File: src/rtl/serial_rx_fifo.sv
module serial_rx_fifo #(
  parameter int DIV_W  = 8,
  parameter int WORD_W = 8
) (
  input  logic             clk,
  input  logic             rst_n,
  input  logic             rx_in,
  input  logic             port_en,
  input  logic             rcv_en,
  input  logic             nine_en,
  input  logic             fast_sel,
  input  logic             irq_en,
  input  logic [DIV_W-1:0] divisor,
  input  logic             rd_pop,
  output logic [WORD_W-1:0] rd_data,
  output logic             rd_bit9,
  output logic             rd_ferr,
  output logic             rx_avail,
  output logic             ovr_err,
  output logic             irq
);
  localparam int ENT_W = WORD_W + 2;
  localparam int IDX_W = $clog2(WORD_W + 2);

  typedef enum logic [1:0] {S_IDLE, S_START, S_DATA, S_STOP} st_t;

  logic [1:0]       sync;
  logic             rx_s;
  logic [DIV_W-1:0] div_cnt;
  logic             tick;
  st_t              state;
  logic [5:0]       phase;
  logic [IDX_W-1:0] bit_idx;
  logic [1:0]       smp;
  logic             bit_v;
  logic [WORD_W:0]  shreg;
  logic [ENT_W-1:0] mem [2];
  logic             wp, rp;
  logic [1:0]       cnt;

  wire enabled = port_en & rcv_en;
  wire [5:0] ph_last = fast_sel ? 6'd15 : 6'd63;
  wire [5:0] ph_mid  = fast_sel ? 6'd8  : 6'd32;
  wire [IDX_W-1:0] idx_last = nine_en ? IDX_W'(WORD_W) : IDX_W'(WORD_W - 1);

  assign rx_s = sync[1];
  assign tick = (div_cnt == divisor);

  wire vote   = (smp[1] & smp[0]) | (smp[1] & rx_s) | (smp[0] & rx_s);
  wire at_vote = tick && (phase == ph_mid + 6'd1);
  wire at_end  = tick && (phase == ph_last);

  always_ff @(posedge clk or negedge rst_n) begin
    if (!rst_n) begin
      sync    <= 2'b11;
      div_cnt <= '0;
    end else begin
      sync    <= {sync[0], rx_in};
      div_cnt <= tick ? '0 : div_cnt + 1'b1;
    end
  end

  always_ff @(posedge clk or negedge rst_n) begin
    if (!rst_n) begin
      state   <= S_IDLE;
      phase   <= '0;
      bit_idx <= '0;
      smp     <= 2'b11;
      bit_v   <= 1'b1;
      shreg   <= '0;
    end else if (!enabled) begin
      state <= S_IDLE;
      phase <= '0;
    end else begin
      if (tick && (phase == ph_mid - 6'd1 || phase == ph_mid))
        smp <= {smp[0], rx_s};
      if (state != S_IDLE && tick)
        phase <= at_end ? 6'd0 : phase + 6'd1;
      case (state)
        S_IDLE: begin
          phase   <= '0;
          bit_idx <= '0;
          if (!rx_s) state <= S_START;
        end
        S_START: begin
          if (at_vote && vote) state <= S_IDLE;
          else if (at_end)     state <= S_DATA;
        end
        S_DATA: begin
          if (at_vote) bit_v <= vote;
          if (at_end) begin
            shreg   <= {bit_v, shreg[WORD_W:1]};
            bit_idx <= bit_idx + 1'b1;
            if (bit_idx == idx_last) state <= S_STOP;
          end
        end
        default: begin
          if (at_vote) state <= S_IDLE;
        end
      endcase
    end
  end

  wire [WORD_W-1:0] w_data = nine_en ? shreg[WORD_W-1:0] : shreg[WORD_W:1];
  wire              w_b9   = nine_en & shreg[WORD_W];
  wire              push   = enabled && (state == S_STOP) && at_vote;
  wire              pop    = rd_pop && (cnt != 2'd0);
  wire              store  = push && !ovr_err && (cnt != 2'd2 || pop);
  wire              lose   = push && !ovr_err && (cnt == 2'd2) && !pop;

  always_ff @(posedge clk or negedge rst_n) begin
    if (!rst_n) begin
      mem[0]  <= '0;
      mem[1]  <= '0;
      wp      <= 1'b0;
      rp      <= 1'b0;
      cnt     <= '0;
      ovr_err <= 1'b0;
    end else begin
      if (pop) rp <= ~rp;
      if (store) begin
        mem[wp] <= {~vote, w_b9, w_data};
        wp      <= ~wp;
      end
      cnt <= cnt + {1'b0, store} - {1'b0, pop};
      if (!rcv_en)   ovr_err <= 1'b0;
      else if (lose) ovr_err <= 1'b1;
    end
  end

  assign {rd_ferr, rd_bit9, rd_data} = mem[rp];
  assign rx_avail = (cnt != 2'd0);
  assign irq      = rx_avail & irq_en;

  p_depth_r4: assert property (@(posedge clk) disable iff (!rst_n) cnt <= 2'd2);
  p_ovr_set_r5: assert property (@(posedge clk) disable iff (!rst_n)
    push && cnt == 2'd2 && !rd_pop |=> ovr_err);
  p_ovr_hold_r5: assert property (@(posedge clk) disable iff (!rst_n)
    ovr_err && rcv_en |=> ovr_err);
  p_ovr_frozen_r5: assert property (@(posedge clk) disable iff (!rst_n)
    ovr_err && !rd_pop |=> $stable(cnt));
  p_same_edge_r6: assert property (@(posedge clk) disable iff (!rst_n)
    push && cnt == 2'd2 && rd_pop && !ovr_err |=> cnt == 2'd2 && !ovr_err);
  p_gated_r7: assert property (@(posedge clk) disable iff (!rst_n)
    !(port_en && rcv_en) |=> state == S_IDLE);
  p_irq_off_r10: assert property (@(posedge clk) disable iff (!rst_n)
    !irq_en |-> !irq);
endmodule

File: config.mk
export PLATFORM = sky130hd
export DESIGN_NAME = serial_rx_fifo
export DESIGN_NICKNAME = d
export VERILOG_FILES = /design/src/rtl/serial_rx_fifo.sv
export SDC_FILE = /design/constraint.sdc
export NUM_CORES = 1
export LEC_CHECK = 0
export BUFFER_PORTS_ARGS = -buffer_cell sky130_fd_sc_hd__buf_4
export CAP_MARGIN = 20
export CORE_UTILIZATION = 55
export DETAILED_ROUTE_END_ITERATION = 12
export GPL_TIMING_DRIVEN = 1
export PLACE_DENSITY = 0.75
export SYNTH_ARGS = -nofsm -noshare
export SYNTH_HDL_FRONTEND = slang
export SYNTH_SLANG_ARGS = --single-unit
File: constraint.sdc
create_clock -name clk -period 4.6 [get_ports clk]
set_input_delay 0.92 -clock clk [delete_from_list [all_inputs] [get_ports clk]]
set_output_delay 0.92 -clock clk [all_outputs]
set_load 0.02 [all_outputs]
After elaboration in Yosys (flattened, before gate mapping). Cells that the tools add are included.

$add $sub $neg: 7. Order comparisons: 3. Reductions and logical operators: 26. Muxes and demuxes: 27. Bitwise operators: 13. Eq/ne operators: 19.

Operators with widths (count): $mux W10 (4); $mux W6 (6); $eq A6 B6 Y1 (4); $bwmux W20 (1); $mux W8 (2); $mux W2 (7); $logic_and A1 B1 Y1 (13); $add A6 B1 Y6 const B (2); $demux W10 S1 (1); $ne A3 B3 Y1 const B (3); $reduce_and A3 Y1 (3); $add A8 B1 Y8 const B (1); $eq A8 B8 Y1 (1); $mux W4 (2); $pmux W4 S2 (1); $and A1 B1 Y1 (6); $eq A2 B2 Y1 const B (3); $pmux W2 S3 (1); $reduce_bool A2 Y1 (3); $sub A6 B1 Y6 const B (1); $ne A5 B1 Y1 const B (1); $reduce_and A5 Y1 (1); $add A4 B1 Y4 const B (1); $eq A4 B4 Y1 (1); 17 further kinds (26).

Logic and storage cells: 109. Input port bits: 17. Bits in registers: 59. Output and inout port bits: 13.

Logic depth before layout (Yosys ltp). Gate-level depths: netlist (run 1).

Depth in word-level cells: 10. Depth in mapped cells: 10. Mapped depth without buffers: 10.

Least setup slack after synthesis (run 1). Ideal clock, no wire load.

Kind: input to register. From: input divisor[0]. To: register cnt[1]. Required time: 4.477 ns. Stages on the path: 10. Buffers on the path: 1. Data arrival time: 2.538 ns. Library setup time: 0.123 ns. Path slack: 1.940 ns. Path through: xnor2_1 > nand4_1 > nor2_1 > clkbuf_1 > nand4_1 > ha_1 > inv_1 > ha_1 > xnor2_1 > xnor2_1.

Word-level cells in the longest chain between the ends: 7.

RTL lines: from (decl) (line 13) `input logic [DIV_W-1:0] divisor,`; $eq A8 B8 Y1 (line 47) `assign tick = (div_cnt == divisor);`; $logic_and A1 B1 Y1 (line 50) `wire at_vote = tick && (phase == ph_mid + 6'd1);`; $logic_and A1 B1 Y1 (line 106) `wire push = enabled && (state == S_STOP) && at_vote;`; $logic_and A1 B1 Y1 (2 in series) (line 108) `wire store = push && !ovr_err && (cnt != 2'd2 || pop);`; $add A2 B1 Y2 (line 125) `cnt <= cnt + {1'b0, store} - {1'b0, pop};`; $sub A2 B1 Y2 (line 125); to (signal assigned) (line 125); to (decl) (line 39) `logic [1:0] cnt;`.

No other way between the ends. A chain may end at the register's enable or synchronous reset.

Worst setup path after layout (run 1).
From: input divisor[1]. To: register cnt[1].

The elaborated chain is that of the path after synthesis.

==> results.tsv, run 1 <==
metric	value	unit
DRT iter0 DRCs	148	
CP dominant cell by count	xnor2_1	
Initial Util	0.574	
Overflow after GRT	0	
synthesis-stage register bit count	59	
initial antenna violation count	0	
number of synthesized flops with an enable pin	0	
Fin. Hold Viols	0	
unrepaired setup endpoints after global routing	no	
arrival time at the worst endpoint	3.23	ns
IO Port Bufs	29	
synth top area cells	dfrtp_1 43%, mux2_2 15%, ha_1 4.4%	
worst slew pin tran	0.741	ns
Synth Instances	269	
outcome	finished, final reports clean	
maximum clock frequency	336	MHz
vias in the first global route	2058	
Crit Path Max Fanout	11	
Worst R2R Setup Slack	1.88	ns
Net Count, Synth	297	
Max clock buf depth	2	
Setup Crit Path Kind	input port to flip-flop	
WL/cell	15.4	µm
die area	6050	µm²
fin nets	328	
die width	77.8	µm
CTS tree	yes	
Hold Path Depth	0	
sequential cell area fraction in the yosys report	0.469	
Max VDD drop	300	µV
DR vias/cell	5.61	
slowest stage cell on the critical path	nor2_1	
synth warn	0	
CTS-repair resized insts	0	
Crit path max-delay family	simple AND/OR/NAND/NOR gates	
global-route wire length before repair	9840	µm
CTS Buf Count	9	
Util after Layout	0.663	
ratio of cells with drive above 1 in the final layout	0.336	
row count	27	
relative slew slack	0.504	
CTS root buf	clkbuf_8	
max-slew violations	0	
Final min period	2.97	ns
# IOs	30	
max incr delay on CP	0.61	ns
DIE HEIGHT	77.8	µm
Req. time, crit path	4.85	ns
later-pin clock latency in the skew report	0.33	ns
largest net degree at the start of global routing	60	
Hold WC Path Type	flip-flop to flip-flop	
leading area contributor after synthesis	dfrtp_1	
Setup-failing EPs final	0	
Power Dens Cells	349	nW/µm²
CTS Hold Bufs	0	
clk sink count	59	
antenna cells	0	
CP Cell Sequence	buf_4 -> xnor2_1 -> nand4_1 -> nor2_1 -> nand4_1 -> ha_1 -> inv_1 -> ha_1 -> xnor2_1 -> xnor2_1	
FF-to-FF path depth	9	
Worst R2R Start	div_cnt[1]	
Core Region	5510	µm²
Final period util	0.646	
DRC	0	
CP Launch Type	input port	
Post-CTS Setup Repair Bufs	0	
CTS HTree Levels	3	
CP Capture Point	cnt[1]	
Synth cell types	50	
Setup Skew	0.00807	ns
Synth Flop Type	dfrtp_1	
Setup crit end kind	flip-flop	
Levels on crit path	10	
gr usage total	0.215	
via count	2111	
Area Overhead vs Synth	15.5	%
Clock Pin Slew Worst Setup and Hold Paths	0.07	ns
r2r endpoint	cnt[1]	
Mean Syn Cell Area	11.7	µm²
buffers plus inverters on the worst setup path	2	
gpl congestion	0.829	
dpl hpwl	4080	µm
max_cap viols	0	
Async SR Flop Fraction	1.00	
antenna-violating nets left	0	
routed wire length	5800	µm
DR pass1 iterations	4	
setup TNS	0	ns
synthesized area	3160	µm²
P_leak	1.74	nW
crit path from	divisor[1]	
area share of the largest cell type after synthesis	0.428	
-- layout by cell type, fill, tap and decap left out, types with 3 or more instances in the layout --
master	Yosys	layout
dfrtp_1	54	54
nand2b_1	3	3
inv_1	6	6
and2_1	5	5
nand3b_1	3	3
ha_1	11	11
a22o_1	6	6
mux2_1	10	10
buf_4	2	29
nand3_1	11	11
mux2_2	42	42
nand4_1	6	6
nor3_1	3	3
nor3b_2	3	3
a21oi_1	8	8
nand2_1	9	9
and3_1	3	3
xnor2_1	12	12
nor2_1	15	15
xor2_1	8	8
dfstp_2	5	5
clkbuf_8	0	11
o21ai_0	4	4
-- layout make-up --
class,count,area [µm²]
Sequential cell,59,1480
Tap cell,72,90.1
Inverter,6,22.5
Clock inverter,4,73.8
Multi-Input combinational cell,195,1610
Fill cell,450,1860
Clock buffer,11,151
Timing Repair Buffer,29,218
-- registers in the layout (all words and copies together), names as in the netlist --
| name | flops |
|---|---|
| bit_idx | 4 |
| bit_v | 1 |
| cnt | 2 |
| div_cnt | 8 |
| mem | 20 |
| ovr_err | 1 |
| phase | 6 |
| rp | 1 |
| shreg | 9 |
| smp | 2 |
| state | 2 |
| sync | 2 |
| wp | 1 |
-- metrics by stage --
step | total power, W | instances | hold slack, ns | worst slack [ns] | instance area [µm²]
after floorplan | 0.000706 | 269 | 0.345 | 1.94 | 3160
after global placement | 0.000745 | 361 | 0.348 | 1.42 | 3420
after detailed placement | 0.000752 | 361 | 0.354 | 1.30 | 3420
after CTS | 0.00129 | 376 | 0.364 | 1.67 | 3650
after global routing | 0.00133 | 376 | 0.367 | 1.45 | 3650
final | 0.00127 | 376 | 0.365 | 1.63 | 3650
-- logic make-up (layout without fill, tap and decap cells) --
logic type / count (synthesis) / after routing / synth area share
multiplexers: 53 / 53 / 0.189
AND/OR/NAND/NOR: 80 / 80 / 0.153
adder cells (fa/ha/maj): 11 / 11 / 0.0436
AO/OA/AOI/OAI: 31 / 31 / 0.0689
XOR/XNOR: 20 / 20 / 0.0554
buffers and inverters: 15 / 50 / 0.0210
flip-flops: 59 / 59 / 0.469
-- how the worst min path moves through the flow --
stage,to,from,slack [ns]
finish,sync[1],sync[0],0.36
global route,sync[1],sync[0],0.37
detailed placement,sync[1],sync[0],0.35
CTS,sync[1],sync[0],0.36
global placement,sync[1],sync[0],0.35
floorplan,sync[1],sync[0],0.35
-- synthesized netlist by cell type (all sizes together) (3+ instances only) --
| cell | n |
|---|---|
| dfrtp | 54 |
| mux2 | 52 |
| nor2 | 16 |
| nand3 | 12 |
| xnor2 | 12 |
| ha | 11 |
| nand2 | 9 |
| a21oi | 8 |
| xor2 | 8 |
| a22o | 6 |
| inv | 6 |
| nand4 | 6 |
| o21ai | 6 |
| and2 | 5 |
| clkbuf | 5 |
| dfstp | 5 |
| and3 | 4 |
| buf | 4 |
| nor3 | 4 |
| nor3b | 4 |
| nand2b | 3 |
| nand3b | 3 |
-- routing by layer --
metal,vias to the layer above,wire length (µm),global-route usage
li1,1037,-,-
met1,1023,2920,0.296
met2,43,2640,0.322
met3,8,165,0.0565
met4,0,79,0.0849
met5,-,0,0
-- worst register-to-register path, delay by kind of cell (launching register included) --
kind / cells / cell delay, ns
XOR/XNOR: 3 / 0.58
buffers and inverters: 1 / 0.04
flip-flops: 1 / 0.44
adder cells (fa/ha/maj): 2 / 0.53
AND/OR/NAND/NOR: 3 / 1.06
-- power by group --
group | leakage (nW) | total, W | internal, W | switching, W
Sequential | 0.794 | 0.000595 | 0.000552 | 0.0000426
Clock | 0.115 | 0.000531 | 0.000332 | 0.000199
Combinational | 0.831 | 0.000148 | 0.0000696 | 0.0000782
Total | 1.74 | 0.00127 | 0.000953 | 0.000320
Note: power is estimated with default switching activity, not from simulation.
==> inputs of run 2 (changes only) <==
- clock period: 4.6 -> 3.1 ns (I/O delays scaled with it)
==> run 2 against run 1 <==
Clock power increased by 31%. Total power increased by 42%. Largest cell class unchanged. Critical path type is now flip-flop to flip-flop. Clock skew increased by 0.0024 ns. Hold slack got worse by 0.014 ns. Via count increased by 0.62%. Cell count increased by 1.1%. Combinational power increased by 57%. Count of clock-buffer cells in the layout increased by 1.
==> results.tsv, run 2 (synthesis gave the netlist of run 1 again) <==
metric	value	unit	change
CTS Hold Bufs	0		unchanged
Reg with most FFs	mem		
via count	2124		+0.62%
gr usage total	0.218		+0.00288
most common cell after layout, fill and taps aside	dfrtp_1		
final non-filler cell total	380		+1.1%
dpl hpwl	3970	µm	-2.7%
Setup Skew	0.0105	ns	+0.00244 ns
DR pass1 iterations	4		unchanged
vias in the first global route	2169		+5.4%
most frequent cells in the layout	54 x dfrtp_1, 42 x mux2_2, 32 x buf_4, 15 x nor2_1, 12 x xnor2_1		
WL/cell	15.3	µm	-1.1%
Initial Util	0.574		unchanged
Post-CTS Setup Repair Bufs	0		unchanged
Post-Layout Inst Area	3640	µm²	-0.21%
maximum clock frequency	444	MHz	
CP Launch Type	flip-flop		
die area	6050	µm²	unchanged
Worst R2R Start	phase[0]		
# IOs	30		unchanged
Util after Layout	0.661		-0.00136
Setup Crit Path Kind	flip-flop to flip-flop		
relative slew slack	0.509		+0.00449
die width	77.8	µm	unchanged
worst slew pin tran	0.737	ns	-0.00400 ns
Area Overhead vs Synth	15.2	%	
Final min period	2.25	ns	
Crit Path Max Fanout	5		-6
CTS tree	yes		
max_cap viols	0		unchanged
CTS root buf	clkbuf_8		
row count	27		unchanged
fin nets	331		+0.91%
setup TNS	0	ns	unchanged
FF-to-FF path depth	6		-3
Clock Pin Slew Worst Setup and Hold Paths	0.07	ns	about the same
Fin. Hold Viols	0		unchanged
Hold WC Path Type	input port to async pin		
Overflow after GRT	0		unchanged
Req. time, crit path	3.32	ns	-1.53 ns
DR vias/cell	5.59		-0.44%
Cells after DPL	364		+0.83%
outcome	finished, final reports clean		
Largest register FFs	20		unchanged
Final period util	0.726		
unrepaired setup endpoints after global routing	no		
Setup-failing EPs final	0		unchanged
CTS Buf Count	9		unchanged
arrival time at the worst endpoint	2.47	ns	-0.76 ns
ratio of cells with drive above 1 in the final layout	0.338		+0.00214
initial antenna violation count	0		unchanged
Setup crit end kind	flip-flop		
Worst R2R Setup Slack	0.85	ns	-1.03 ns
max-slew violations	0		unchanged
antenna cells	0		unchanged
later-pin clock latency in the skew report	0.34	ns	about the same
DRT iter0 DRCs	120		-19%
P_leak	1.73	nW	-0.38%
largest net degree at the start of global routing	60		unchanged
clk sink count	59		unchanged
antenna-violating nets left	0		unchanged
r2r endpoint	state[1]		
global-route wire length before repair	10100	µm	+3.2%
Regs by FF count	mem (20), shreg (9), div_cnt (8)		
CTS HTree Levels	3		unchanged
CTS-repair resized insts	0		unchanged
Max VDD drop	403	µV	+34%
IO Port Bufs	29		unchanged
placed inst area	3450	µm²	+0.66%
gpl congestion	0.790		-4.7%
Core Region	5510	µm²	unchanged
Power Dens Cells	497	nW/µm²	+43%
DRC	0		unchanged
DIE HEIGHT	77.8	µm	unchanged
Max clock buf depth	2		unchanged
Hold WS	0.350	ns	-0.0144 ns
routed wire length	5800	µm	about the same
[run 2: changes by cell type in the layout (fill, tap and decap cells not counted), sizes merged]
cell | before | now
buf | 29 | 32
clkbuf | 11 | 12
clkinvlp | 0 | 2
clkinv | 2 | 1
bufinv | 2 | 1
[run 2: final cells by class]
| cell class | instances | area (µm²) |
|---|---|---|
| Clock buffer | 12 | 145 |
| Tap cell | 72 | 90.1 |
| Timing Repair Buffer | 32 | 240 |
| Multi-Input combinational cell | 195 | 1610 |
| Fill cell | 428 | 1870 |
| Inverter | 6 | 22.5 |
| Sequential cell | 59 | 1480 |
| Clock inverter | 4 | 50.0 |
[run 2: where the power goes]
group / internal, W / leakage [nW] / switching [W]
Clock: 0.000392 / 0.0926 / 0.000305
Combinational: 0.000112 / 0.847 / 0.000121
Sequential: 0.000819 / 0.794 / 0.0000610
[run 2: per-layer routing]
layer	GRT usage	vias to the layer above	wire length (µm)
met5	0	-	0
met4	0.0811	0	72
met3	0.0494	7	176
met2	0.328	43	2640
met1	0.306	1032	2910
li1	-	1042	-
[run 2: critical path, stage by stage (launching register included)]
cell and delay (ns):
dfrtp_1 0.42, ha_1 0.25, and3_2 0.24, o21ai_2 0.11
o21a_1 0.22, or4_4 0.54, a311o_1 0.36
[run 2: worst max path at each step]
stage                     startpoint        to  cells after the start
after floorplan           divisor[0]    cnt[1]                     10
after global placement    divisor[4]    mem[6]                      6
after detailed placement  divisor[7]    mem[6]                      6
after CTS                   phase[0]  state[1]                      6
after global routing      div_cnt[2]  shreg[6]                      6
final                       phase[0]  state[1]                      6
[run 2: per-stage QoR]
stage,power [W],setup slack (ns)
after floorplan,0.00105,0.740
after global placement,0.00112,0.597
after detailed placement,0.00112,0.576
after CTS,0.00182,0.842
after global routing,0.00189,0.684
final,0.00181,0.850
